`config.mk`:
```
export PLATFORM = sky130hd
export DESIGN_NAME = hourly_chime
export DESIGN_NICKNAME = d
export VERILOG_FILES = /design/src/rtl/chime_pkg.sv /design/src/rtl/chime_hour_detect.sv /design/src/rtl/chime_oneshot.sv /design/src/rtl/chime_tone.sv /design/src/rtl/hourly_chime.sv
export SDC_FILE = /design/constraint.sdc
export NUM_CORES = 1
export LEC_CHECK = 0
export CORE_ASPECT_RATIO = 0.6
export CORE_MARGIN = 2
export CORE_UTILIZATION = 60
export DETAILED_ROUTE_END_ITERATION = 10
export DONT_BUFFER_PORTS = 1
export PLACE_DENSITY = 0.76
export SYNTH_ARGS = -nofsm -noshare
export SYNTH_HDL_FRONTEND = slang
export SYNTH_SLANG_ARGS = --single-unit
```
`constraint.sdc`:
```
create_clock -name clk_i -period 2.6 [get_ports clk_i]
set_input_delay 0 -clock clk_i [delete_from_list [all_inputs] [get_ports clk_i]]
set_output_delay 0 -clock clk_i [all_outputs]
set_load 0.02 [all_outputs]
```
`src/rtl/chime_pkg.sv`:
```
package chime_pkg;
  typedef logic [3:0] bcd_t;
  localparam int N_DIGITS = 4;
endpackage

```
`src/rtl/chime_hour_detect.sv`:
```
module chime_hour_detect
  import chime_pkg::*;
#(
  parameter int N_DIG = N_DIGITS
) (
  input  logic                  clk_i,
  input  logic                  rst_ni,
  input  logic                  run_i,
  input  bcd_t [N_DIG-1:0]      digits_i,
  output logic                  hit_o
);
  logic [N_DIG-1:0] dig_zero;
  logic             all_zero;
  logic             zero_q;

  for (genvar g = 0; g < N_DIG; g++) begin : g_dig
    assign dig_zero[g] = (digits_i[g] == '0);
  end

  assign all_zero = &dig_zero;

  // history resets to "was zero": a clock released at 00:00 stays silent
  always_ff @(posedge clk_i or negedge rst_ni) begin
    if (!rst_ni) zero_q <= 1'b1;
    else         zero_q <= all_zero;
  end

  // edge taken on the raw compare so resuming at 00:00 does not fire
  assign hit_o = all_zero & ~zero_q & run_i;


  single_hit_chk: assert property (@(posedge clk_i) disable iff (!rst_ni)
    hit_o |=> !hit_o);
endmodule

```
`src/rtl/chime_oneshot.sv`:
```
module chime_oneshot #(
  parameter int CLK_HZ = 12_000_000,
  parameter int SECS   = 2
) (
  input  logic clk_i,
  input  logic rst_ni,
  input  logic start_i,
  output logic active_o,
  output logic restart_o
);
  localparam int TICK_W = (CLK_HZ > 1) ? $clog2(CLK_HZ) : 1;
  localparam int SEC_W  = $clog2(SECS + 1);

  logic [TICK_W-1:0] pre_q;
  logic [SEC_W-1:0]  cnt_q;
  logic              tick_w, expire_w, accept_w;

  assign tick_w    = (pre_q == TICK_W'(CLK_HZ - 1));
  assign active_o  = (cnt_q != '0);
  assign expire_w  = (cnt_q == SEC_W'(1)) & tick_w;
  // a start on the expiring cycle re-arms; earlier ones are dropped
  assign accept_w  = start_i & (~active_o | expire_w);
  assign restart_o = accept_w;

  always_ff @(posedge clk_i or negedge rst_ni) begin
    if (!rst_ni) begin
      pre_q <= '0;
      cnt_q <= '0;
    end else if (accept_w) begin
      pre_q <= '0;
      cnt_q <= SEC_W'(SECS);
    end else if (active_o) begin
      if (tick_w) begin
        pre_q <= '0;
        cnt_q <= cnt_q - SEC_W'(1);
      end else begin
        pre_q <= pre_q + TICK_W'(1);
      end
    end else begin
      pre_q <= '0;
    end
  end


  arm_load_chk: assert property (@(posedge clk_i) disable iff (!rst_ni)
    accept_w |=> (cnt_q == SEC_W'(SECS)));

  no_extend_chk: assert property (@(posedge clk_i) disable iff (!rst_ni)
    (active_o && !expire_w) |=> (cnt_q <= $past(cnt_q)));

  expire_idle_chk: assert property (@(posedge clk_i) disable iff (!rst_ni)
    (expire_w && !start_i) |=> !active_o);
endmodule

```
`src/rtl/chime_tone.sv`:
```
module chime_tone #(
  parameter int HALF = 1000
) (
  input  logic clk_i,
  input  logic rst_ni,
  input  logic en_i,
  input  logic restart_i,
  output logic wave_o
);
  localparam int DIV_W = (HALF > 1) ? $clog2(HALF) : 1;

  logic [DIV_W-1:0] div_q;
  logic             phase_q;
  logic             wrap_w;

  assign wrap_w = (div_q == DIV_W'(HALF - 1));

  always_ff @(posedge clk_i or negedge rst_ni) begin
    if (!rst_ni) begin
      div_q   <= '0;
      phase_q <= 1'b0;
    end else if (restart_i || !en_i) begin
      div_q   <= '0;
      phase_q <= 1'b0;
    end else if (wrap_w) begin
      div_q   <= '0;
      phase_q <= ~phase_q;
    end else begin
      div_q   <= div_q + DIV_W'(1);
    end
  end

  assign wave_o = phase_q;


  half_period_chk: assert property (@(posedge clk_i) disable iff (!rst_ni)
    (en_i && !restart_i && !wrap_w) |=> $stable(phase_q));

  idle_low_chk: assert property (@(posedge clk_i) disable iff (!rst_ni)
    (!en_i && !restart_i) |=> !phase_q);
endmodule

```
`src/rtl/hourly_chime.sv`:
```
module hourly_chime
  import chime_pkg::*;
#(
  parameter int CLK_HZ     = 12_000_000,
  parameter int TONE_HZ    = 6000,
  parameter int CHIME_SECS = 2
) (
  input  logic       clk_i,
  input  logic       rst_ni,
  input  logic       run_i,
  input  logic [3:0] min_tens_i,
  input  logic [3:0] min_ones_i,
  input  logic [3:0] sec_tens_i,
  input  logic [3:0] sec_ones_i,
  output logic       buzz_o
);
  localparam int HALF = CLK_HZ / (2 * TONE_HZ);

  bcd_t [N_DIGITS-1:0] digits;
  logic                hit, chime_active, chime_restart, wave;

  assign digits = {min_tens_i, min_ones_i, sec_tens_i, sec_ones_i};

  chime_hour_detect #(.N_DIG(N_DIGITS)) u_detect (
    .clk_i    (clk_i),
    .rst_ni   (rst_ni),
    .run_i    (run_i),
    .digits_i (digits),
    .hit_o    (hit)
  );

  chime_oneshot #(.CLK_HZ(CLK_HZ), .SECS(CHIME_SECS)) u_oneshot (
    .clk_i     (clk_i),
    .rst_ni    (rst_ni),
    .start_i   (hit),
    .active_o  (chime_active),
    .restart_o (chime_restart)
  );

  chime_tone #(.HALF(HALF)) u_tone (
    .clk_i     (clk_i),
    .rst_ni    (rst_ni),
    .en_i      (chime_active),
    .restart_i (chime_restart),
    .wave_o    (wave)
  );

  assign buzz_o = chime_active & wave;


  set_mode_quiet_chk: assert property (@(posedge clk_i) disable iff (!rst_ni)
    (!run_i && !chime_active) |=> !chime_active);
endmodule

```
==> results.json, run 1 <==
{
  "routed_wl_um": 3840,
  "n_fill_cell": 229,
  "synthSimpleGateAreaFrac_pct": 28.7,
  "antenna_left": 0,
  "internal-power_w": 0.000778,
  "pwr-share-clk_pct": 38.4,
  "yosys-top-cells-count": "nor2_1 (40), dfrtp_1 (37), xor2_1 (22)",
  "critical_path.cell_chain": "or4_4, nor4_4, nand4_1, nand2_1, nor2_1",
  "use_met2_pct": 34.7,
  "num_antenna_cells": 0,
  "synth_compound_area_share_pct": 2.49,
  "synth_fa_ha_area_share_pct": 2.62,
  "cts_htree_levels": 2,
  "critical_path.max_stage_delay_ns": 0.58,
  "cts_tree": "done",
  "p_per_area_nw_per_um2": 474,
  "area_growth_pct": 9.71,
  "finalCritPeriodShare_pct": 78.2,
  "switching_share_pct": 21.6,
  "clock_latency_ns": 0.29,
  "coreArea_um2": 2950,
  "rsz0062_at_grt": "false",
  "clk_pin_slew_worst_paths_ns": 0.07,
  "gr-usage-met3_pct": 8.68,
  "utilization_pct": 71.0,
  "fmax_ghz": 0.492,
  "drtIter0Drc": 91,
  "row_count": 15,
  "combPwrFrac_pct": 2.0,
  "final.min_clock_period_ns": 2.03,
  "post_cts_buffers": 0,
  "tightest_slew_ns": 0.635,
  "switching_power_w": 0.000214,
  "overflow": 0,
  "syn_area_per_cell_um2": 9.94,
  "numCtsBuffers": 5,
  "top_level_ports": 20,
  "die_height_um": 47.7,
  "worst-path-buf-inv": 0,
  "gp_congestion": 0.824,
  "synth_top_family_by_area": "simple AND/OR/NAND/NOR gates",
  "io_buffers": 0,
  "vias": 1419,
  "hp-class": "primary input to flip-flop",
  "path_delay_family": "simple AND/OR/NAND/NOR gates",
  "clockRootBuffer": "clkbuf_8",
  "syn_inst": 192,
  "skew_ns": 0.00566,
  "die_x_um": 76.8,
  "finalMaxSlewViolations": 0,
  "viasPerCell": 5.82,
  "grt_busiest_layer": "met2",
  "synth_most_common_cell": "nor2_1",
  "wl_per_cell_um": 15.8,
  "grt_pass1_wl_um": 6310,
  "start_util_pct": 64.8,
  "grt_pass1_vias": 1355,
  "dp.final_hpwl_um": 2700,
  "worstPathMaxFanout": 7,
  "drc_errors": 0,
  "nNetsFinal": 225,
  "grtUsageTotal_pct": 23.7,
  "fin_setup_tns_ns": 0,
  "power.leakage_nw": 0.951,
  "cts.hold.buffers_added": 5,
  "grt_max_degree": 39,
  "worstSetupPathType": "flip-flop to flip-flop",
  "synth.net_count": 215,
  "max_cap_violations": 0,
  "antenna_found_initial": 0,
  "hold_viol": 0,
  "synth-seq-cells": 38,
  "end_kind": "flip-flop",
  "start_kind": "flip-flop",
  "first_pass_iters": 4,
  "seqPwrFrac_pct": 59.6,
  "synth_mux_area_share_pct": 0.590,
  "arrival_ns": 2.20,
  "synth_cell_types": 31,
  "synth_top_area_share_pct": 48.5,
  "synthTopCellsByArea": "dfrtp_1 (49%), xor2_1 (10%), nor2_1 (7.9%)",
  "synth_flop_cell": "dfrtp_1",
  "cp_slowest_cell": "or4_4",
  "die_area_um2": 3660,
  "synth_edf_count": 0,
  "synth_xor_area_share_pct": 13.8,
  "syn_area_um2": 1910,
  "status": "completed",
  "clock-sinks": 38,
  "synth_warnings": 0,
  "post_cts_resized": 0,
  "report.final.setup_viol": 0,
  "drive_above_1_share_pct": 8.91,
  "required_ns": 2.76,
  "seq_area_frac_synth_pct": 49.9,
  "synth_top_cell_by_area": "dfrtp_1",
  "grt_use_met1_pct": 32.1,
  "irDropWorstVdd_mv": 0.327,
  "synth-async-reset-ratio_pct": 100,
  "relSlewSlack_pct": 57.4,
  "cts_buffer_depth": 2
}
-- per-stage QoR --
| stage | instance area [um^2] | cells | setup slack [ns] | hold WS [ns] | power, W |
|---|---|---|---|---|---|
| after floorplan | 1910 | 192 | 0.730 | -0.296 | 0.000604 |
| after global placement | 1950 | 232 | 0.626 | -0.295 | 0.000604 |
| after detailed placement | 1950 | 232 | 0.589 | -0.295 | 0.000605 |
| after CTS | 2090 | 244 | 0.564 | 0.0680 | 0.00101 |
| after global routing | 2090 | 244 | 0.343 | 0.125 | 0.00102 |
| final | 2090 | 244 | 0.567 | 0.0991 | 0.000991 |
-- power by group through the flow --
stage          combinational (W)  sequential (W)  clock, W
6_report               0.0000200        0.000591  0.000380
5_1_grt                0.0000230        0.000590  0.000410
4_1_cts                0.0000206        0.000591  0.000394
3_5_place_dp          0.00000230        0.000602         0
3_3_place_gp          0.00000213        0.000602         0
2_1_floorplan         0.00000196        0.000602         0
-- worst paths after layout --
path | start | end | slack, ns | depth (start not counted)
max | u_oneshot.pre_q[10] | u_tone.div_q[7] | 0.57 | 5
min | run_i | u_oneshot.cnt_q[1] | 0.1 | 4
max reg2reg | u_oneshot.pre_q[10] | u_tone.div_q[7] | 0.57 | 5
min reg2reg | u_tone.div_q[0] | u_tone.div_q[0] | 0.46 | 1
max in group asynchronous | rst_ni | u_detect.zero_q | 2.17 | 2
min in group asynchronous | rst_ni | u_oneshot.pre_q[7] | 0.17 | 2
-- worst min-delay path: stages --
cell and delay, ns:
inv_1 0.04, nor4_1 0.08, o21ai_2 0.14, a22oi_1 0.09
-- registers in the layout, indices dropped and copies added, names as in the netlist --
| signal | count |
|---|---|
| u_tone.div_q | 10 |
| u_oneshot.pre_q | 24 |
| u_detect.zero_q | 1 |
| u_tone.wave_o | 1 |
| u_oneshot.cnt_q | 2 |
-- final cells by class --
| class | instances | area (um^2) | area share [%] |
|---|---|---|---|
| clock buffer | 5 | 68.8 | 3.29 |
| clock inverter | 2 | 10.0 | 0.478 |
| inverter | 6 | 22.5 | 1.08 |
| multi-input combinational | 145 | 920 | 43.9 |
| sequential | 38 | 952 | 45.5 |
| tap | 42 | 52.6 | 2.51 |
| timing repair buffer | 6 | 67.6 | 3.23 |
-- layer usage --
layer | part of all wire (%) | vias to the layer above
li1 | - | 679
met1 | 49 | 676
met2 | 42 | 57
met3 | 7.5 | 7
met4 | 1.2 | 0
met5 | 0 | -
-- cells in the final DEF, fill, tap and decap left out, types with 3 or more instances in the layout --
cell           Yosys  routed
nor2_1            40      40
nand3_1            9       9
nor4_1             6       6
and3_1             7       7
xnor2_1            8       8
nand2_1           13      13
ha_1               4       4
dlygate4sd3_1      0       4
xor2_1            22      22
clkbuf_8           0       5
and2_1             3       3
dfrtp_1           37      37
inv_1              6       6
nand4_1           16      16
-- kinds of logic (layout without fill, tap and decap cells) --
logic type / after synthesis / count (layout)
mux: 1 / 1
simple gates: 104 / 104
buf+inv: 9 / 19
compound gates: 6 / 6
fa+ha+maj: 4 / 4
flops: 38 / 38
xor+xnor: 30 / 30
Note: power is estimated with default switching activity, not from simulation.
==> run 2, diff against run 1 <==
==> constraint.sdc (replaced) <==
create_clock -name clk_i -period 2.1 [get_ports clk_i]
set_input_delay 0 -clock clk_i [delete_from_list [all_inputs] [get_ports clk_i]]
set_output_delay 0 -clock clk_i [all_outputs]
set_load 0.02 [all_outputs]
==> run 2 against run 1 <==
Power increased by 22%. Utilization up 0.42 points. Flip-flop and latch count is the same. Sequential power is 24% higher. Critical path type unchanged. Clock-buffer cell count is 2 higher. Critical path depth did not move. Register-to-register slack worse by 0.43 ns. Cell count increased by 0.82%. First-iteration DRC count rose by 21%. Hold slack lost 0.015 ns. Critical endpoint is now u_tone.div_q[8]. Design area rose by 0.60%.
==> results.json, run 2 (synthesized netlist as in run 1, its figures left out) <==
{
  "hold_viol": 0,
  "power.leakage_nw": 0.956,
  "die_height_um": 47.7,
  "num_antenna_cells": 0,
  "worstPathMaxFanout": 7,
  "finalMaxSlewViolations": 0,
  "overflow": 0,
  "max_cap_violations": 0,
  "die_x_um": 76.8,
  "finalCritPeriodShare_pct": 93.6,
  "critical_path.max_stage_delay_ns": 0.56,
  "gp_congestion": 0.825,
  "tightest_slew_ns": 0.595,
  "clk_pin_slew_worst_paths_ns": 0.07,
  "critical_path.cell_chain": "or4_4, nor4_4, nand4_1, nand2_1, nor2_1",
  "row_count": 15,
  "grt_max_degree": 39,
  "register_area_um2": 952,
  "cts_tree": "done",
  "io_buffers": 0,
  "report.final.setup_viol": 0,
  "multiInputGateArea_um2": 920,
  "drc_errors": 0,
  "layout_commonest_cell": "nor2_1",
  "antenna_left": 0,
  "end_kind": "flip-flop",
  "relSlewSlack_pct": 60.1,
  "path_delay_family": "simple AND/OR/NAND/NOR gates",
  "clock_latency_ns": 0.28,
  "hp-class": "primary input to flip-flop",
  "first_pass_iters": 5,
  "fmax_ghz": 0.509,
  "grt_pass1_wl_um": 6100,
  "top_regs": "u_oneshot.pre_q: 24 flops, u_tone.div_q: 10 flops, u_oneshot.cnt_q: 2 flops",
  "routed_wl_um": 3680,
  "irDropWorstVdd_mv": 0.397,
  "largest_register_ffs": 24,
  "clock-sinks": 38,
  "top_level_ports": 20,
  "worst_slack_ns": 0.135,
  "cts_htree_levels": 2,
  "worstSetupPathType": "flip-flop to flip-flop",
  "die_area_um2": 3660,
  "drtIter0Drc": 110,
  "cts_buffer_depth": 2,
  "final_cell_mix": "nor2_1 (40), dfrtp_1 (37), xor2_1 (22), nand4_1 (16), nand2_1 (13)",
  "numCtsBuffers": 5,
  "top_register": "u_oneshot.pre_q",
  "coreArea_um2": 2950,
  "p_per_area_nw_per_um2": 576,
  "place_area_um2": 1970,
  "start_util_pct": 64.8,
  "start_kind": "flip-flop",
  "rsz0062_at_grt": "false",
  "n_fill_cell": 215,
  "drive_above_1_share_pct": 8.82,
  "antenna_found_initial": 0,
  "dp_slack_ns": 0.141,
  "clockRootBuffer": "clkbuf_8",
  "skew_ns": 0.00637,
  "required_ns": 2.25,
  "nNetsFinal": 227,
  "worst-path-buf-inv": 0,
  "vias": 1396,
  "fin_setup_tns_ns": 0,
  "arrival_ns": 2.12,
  "final.min_clock_period_ns": 1.96,
  "final_area_um2": 2110,
  "wl_per_cell_um": 15.0,
  "post_cts_buffers": 0,
  "viasPerCell": 5.67,
  "grtUsageTotal_pct": 22.3,
  "dp.final_hpwl_um": 2740,
  "cp_slowest_cell": "or4_4",
  "status": "completed",
  "area_growth_pct": 10.4,
  "grt_pass1_vias": 1320
}
==> run 2: layer usage <==
layer / wire length, um / GRT usage, % / share of wire, %
met1: 1800 / 29.8 / 49
met2: 1610 / 37.5 / 44
met3: 241 / 6.23 / 6.6
met4: 19 / 5.82 / 0.52
met5: 0 / 0 / 0
==> run 2: what timing repair did <==
item	CTS	global route
gates resized for setup	0	0
setup endpoints to repair	0	0
hold buffers	5	0
hold endpoints to repair	39	0
==> run 2: power by group <==
group	switching, W	leakage [nW]	internal (W)	total, W
clock network	0.000229	0.0383	0.000229	0.000458
logic	0.0000156	0.430	0.00000845	0.0000241
registers	0.000000000212	0.488	0.000732	0.000732
total	0.000245	0.956	0.000969	0.00121
==> run 2: worst reg2reg max path, delay by kind of cell, from the launching register on <==
| family | cells | cell delay (ns) |
|---|---|---|
| and+or+nand+nor | 5 | 1.45 |
| DFF | 1 | 0.41 |
==> run 2: cell type report <==
cell class	count	area share, %
clock buffer	7	3.62
inverter	6	1.07
tap	42	2.50
multi-input combinational	145	43.7
sequential	38	45.2
timing repair buffer	8	3.92
==> run 2: stage by stage <==
stage          power [W]  instances  hold slack (ns)  util [%]
2_1_floorplan   0.000748        192           -0.296         -
3_3_place_gp    0.000748        234           -0.295      66.8
3_5_place_dp    0.000749        234           -0.295      66.8
4_1_cts          0.00122        246           0.0803      71.5
5_1_grt          0.00126        246            0.109      71.5
6_report         0.00121        246           0.0843      71.5
==> run 2: final timing paths <==
kind | to | from | slack, ns | cells past startpoint
max in group asynchronous | u_detect.zero_q | rst_ni | 1.69 | 2
max reg2reg | u_tone.div_q[8] | u_oneshot.pre_q[10] | 0.14 | 5
min reg2reg | u_tone.div_q[0] | u_tone.div_q[0] | 0.47 | 1
min | u_oneshot.cnt_q[1] | run_i | 0.08 | 4
max | u_tone.div_q[8] | u_oneshot.pre_q[10] | 0.14 | 5
min in group asynchronous | u_tone.wave_o | rst_ni | 0.17 | 2
==> run 3, diff against run 2 <==
--- a/config.mk
+++ b/config.mk
@@ -5,12 +5,14 @@
 export SDC_FILE = /design/constraint.sdc
 export NUM_CORES = 1
 export LEC_CHECK = 0
+export CELL_PAD_IN_SITES_DETAIL_PLACEMENT = 0
+export CELL_PAD_IN_SITES_GLOBAL_PLACEMENT = 2
 export CORE_ASPECT_RATIO = 0.6
 export CORE_MARGIN = 2
-export CORE_UTILIZATION = 60
+export CORE_UTILIZATION = 40
 export DETAILED_ROUTE_END_ITERATION = 10
 export DONT_BUFFER_PORTS = 1
-export PLACE_DENSITY = 0.76
+export PLACE_DENSITY_LB_ADDON = 0.1
 export SYNTH_ARGS = -nofsm -noshare
 export SYNTH_HDL_FRONTEND = slang
 export SYNTH_SLANG_ARGS = --single-unit
==> run 3 against run 2 <==
Critical path depth stayed put. Maximum frequency shrank 0.69%. Global-route usage down 6.6 points. Clock power up 11%.
==> results.json, run 3 (synthesized netlist as in run 1, its figures left out) <==
{
  "antenna_left": 0,
  "rr_worst_depth": 5,
  "row_count": 19,
  "grt_pass1_vias": 1315,
  "top_level_ports": 20,
  "num_antenna_cells": 0,
  "n_fill_cell": 431,
  "whs_ns": 0.0841,
  "start_util_pct": 41.6,
  "cts_tree": "done",
  "die_height_um": 57.5,
  "critical_path.max_stage_delay_ns": 0.54,
  "finalCritPeriodShare_pct": 94.2,
  "viasPerCell": 5.17,
  "nNetsFinal": 228,
  "largest_register_ffs": 24,
  "register_area_um2": 952,
  "post_layout_nonfiller_instances": 269,
  "finalMaxSlewViolations": 0,
  "required_ns": 2.26,
  "coreArea_um2": 4590,
  "grt_pass1_wl_um": 6420,
  "critical_path.cell_chain": "or4_4, nor4_4, a21o_2, buf_4, nor2_1",
  "grt_max_degree": 39,
  "wl_per_cell_um": 14.4,
  "hold_depth": 4,
  "drc_errors": 0,
  "fmax_ghz": 0.506,
  "utilization_pct": 47.0,
  "fin_setup_tns_ns": 0,
  "numCtsBuffers": 5,
  "first_pass_iters": 4,
  "final.min_clock_period_ns": 1.98,
  "routed_wl_um": 3880,
  "start_kind": "flip-flop",
  "skew_ns": 0.00254,
  "drive_above_1_share_pct": 10.2,
  "end_kind": "flip-flop",
  "final_cell_mix": "nor2_1 (40), dfrtp_1 (37), xor2_1 (22), nand4_1 (16), nand2_1 (13)",
  "top_regs": "u_oneshot.pre_q: 24 flops, u_tone.div_q: 10 flops, u_oneshot.cnt_q: 2 flops",
  "layout_commonest_cell": "nor2_1",
  "multiInputGateArea_um2": 920,
  "report.final.setup_viol": 0,
  "clock_latency_ns": 0.28,
  "tightest_slew_ns": 0.570,
  "status": "completed",
  "total_power_w": 0.00126,
  "io_buffers": 0,
  "die_area_um2": 5360,
  "post_cts_resized": 0,
  "vias": 1392,
  "relSlewSlack_pct": 61.6,
  "worstSetupPathType": "flip-flop to flip-flop",
  "post_cts_buffers": 0,
  "dp.cells": 256,
  "gp_congestion": 0.759,
  "area_growth_pct": 12.9,
  "clock-sinks": 38,
  "antenna_found_initial": 0,
  "overflow": 0,
  "clockRootBuffer": "clkbuf_8",
  "die_x_um": 93.2,
  "arrival_ns": 2.14,
  "hold_viol": 0,
  "clk_pin_slew_worst_paths_ns": 0.07,
  "drtIter0Drc": 67,
  "hp-class": "primary input to flip-flop",
  "dp.final_hpwl_um": 2860,
  "cts_htree_levels": 2,
  "p_per_area_nw_per_um2": 586,
  "rsz0062_at_grt": "false",
  "cp_slowest_cell": "or4_4",
  "max_cap_violations": 0,
  "irDropWorstVdd_mv": 0.338,
  "top_register": "u_oneshot.pre_q",
  "power.leakage_nw": 0.972,
  "worstPathMaxFanout": 22,
  "cts_buffer_depth": 2,
  "grtUsageTotal_pct": 15.7
}
-- run 3: cell types whose count changed in the layout (fill, tap and decap cells not counted), sizes merged --
cell,delta
buf,+1
clkinv,+1
-- run 3: final cells by class --
class                   instances  share of cell area [%]
repair buffers                  9                    4.18
clock buffers                   7                    4.01
multi-input cells             145                    42.7
clock inverters                 1                   0.232
well taps                      63                    3.66
flip-flops and latches         38                    44.2
inverters                       6                    1.05
-- run 3: power by group --
part / switching [W] / total [W] / leakage (nW) / internal [W]
Combinational: 0.0000159 / 0.0000243 / 0.435 / 0.00000844
Clock: 0.000243 / 0.000508 / 0.0482 / 0.000265
Sequential: 0.000000000248 / 0.000731 / 0.488 / 0.000731
Total: 0.000259 / 0.00126 / 0.972 / 0.00100
-- run 3: metrics by stage --
stage	setup slack, ns	area, um^2
after floorplan	0.230	1910
after global placement	0.199	2000
after CTS	0.0962	2150
final	0.122	2150
after global routing	0.00340	2150
after detailed placement	0.122	2000
-- run 3: repair_timing --
item                                    4_1_cts  5_1_grt
endpoints found under the hold margin        39        0
endpoints found under the setup margin        0        0
hold buffers                                  5        0
-- run 3: path summary, 6_finish.rpt --
kind,startpoint,endpoint,slack (ns)
max in group asynchronous,rst_ni,u_detect.zero_q,1.69
hold reg to reg,u_tone.div_q[0],u_tone.div_q[0],0.46
setup reg to reg,u_oneshot.pre_q[13],u_oneshot.pre_q[8],0.12
setup / recovery,u_oneshot.pre_q[13],u_oneshot.pre_q[8],0.12
hold / removal,run_i,u_oneshot.cnt_q[1],0.08
min in group asynchronous,rst_ni,u_tone.div_q[2],0.16
-- run 3: routing by layer --
metal  up-vias  part of all wire, %  GRT usage, %
met5         -                    0             0
met4         0                 0.70          3.78
met3         2                  4.2          3.57
met2        30                   38          21.2
met1       674                   57          25.2
li1        686                    -             -
-- run 3: worst max-delay path, delay by kind of cell (launching register included) --
| kind | cells | cell delay [ns] |
|---|---|---|
| AOI/OAI and AO/OA | 1 | 0.19 |
| and+or+nand+nor | 3 | 0.98 |
| DFF | 1 | 0.43 |
| buffers and inverters | 1 | 0.26 |
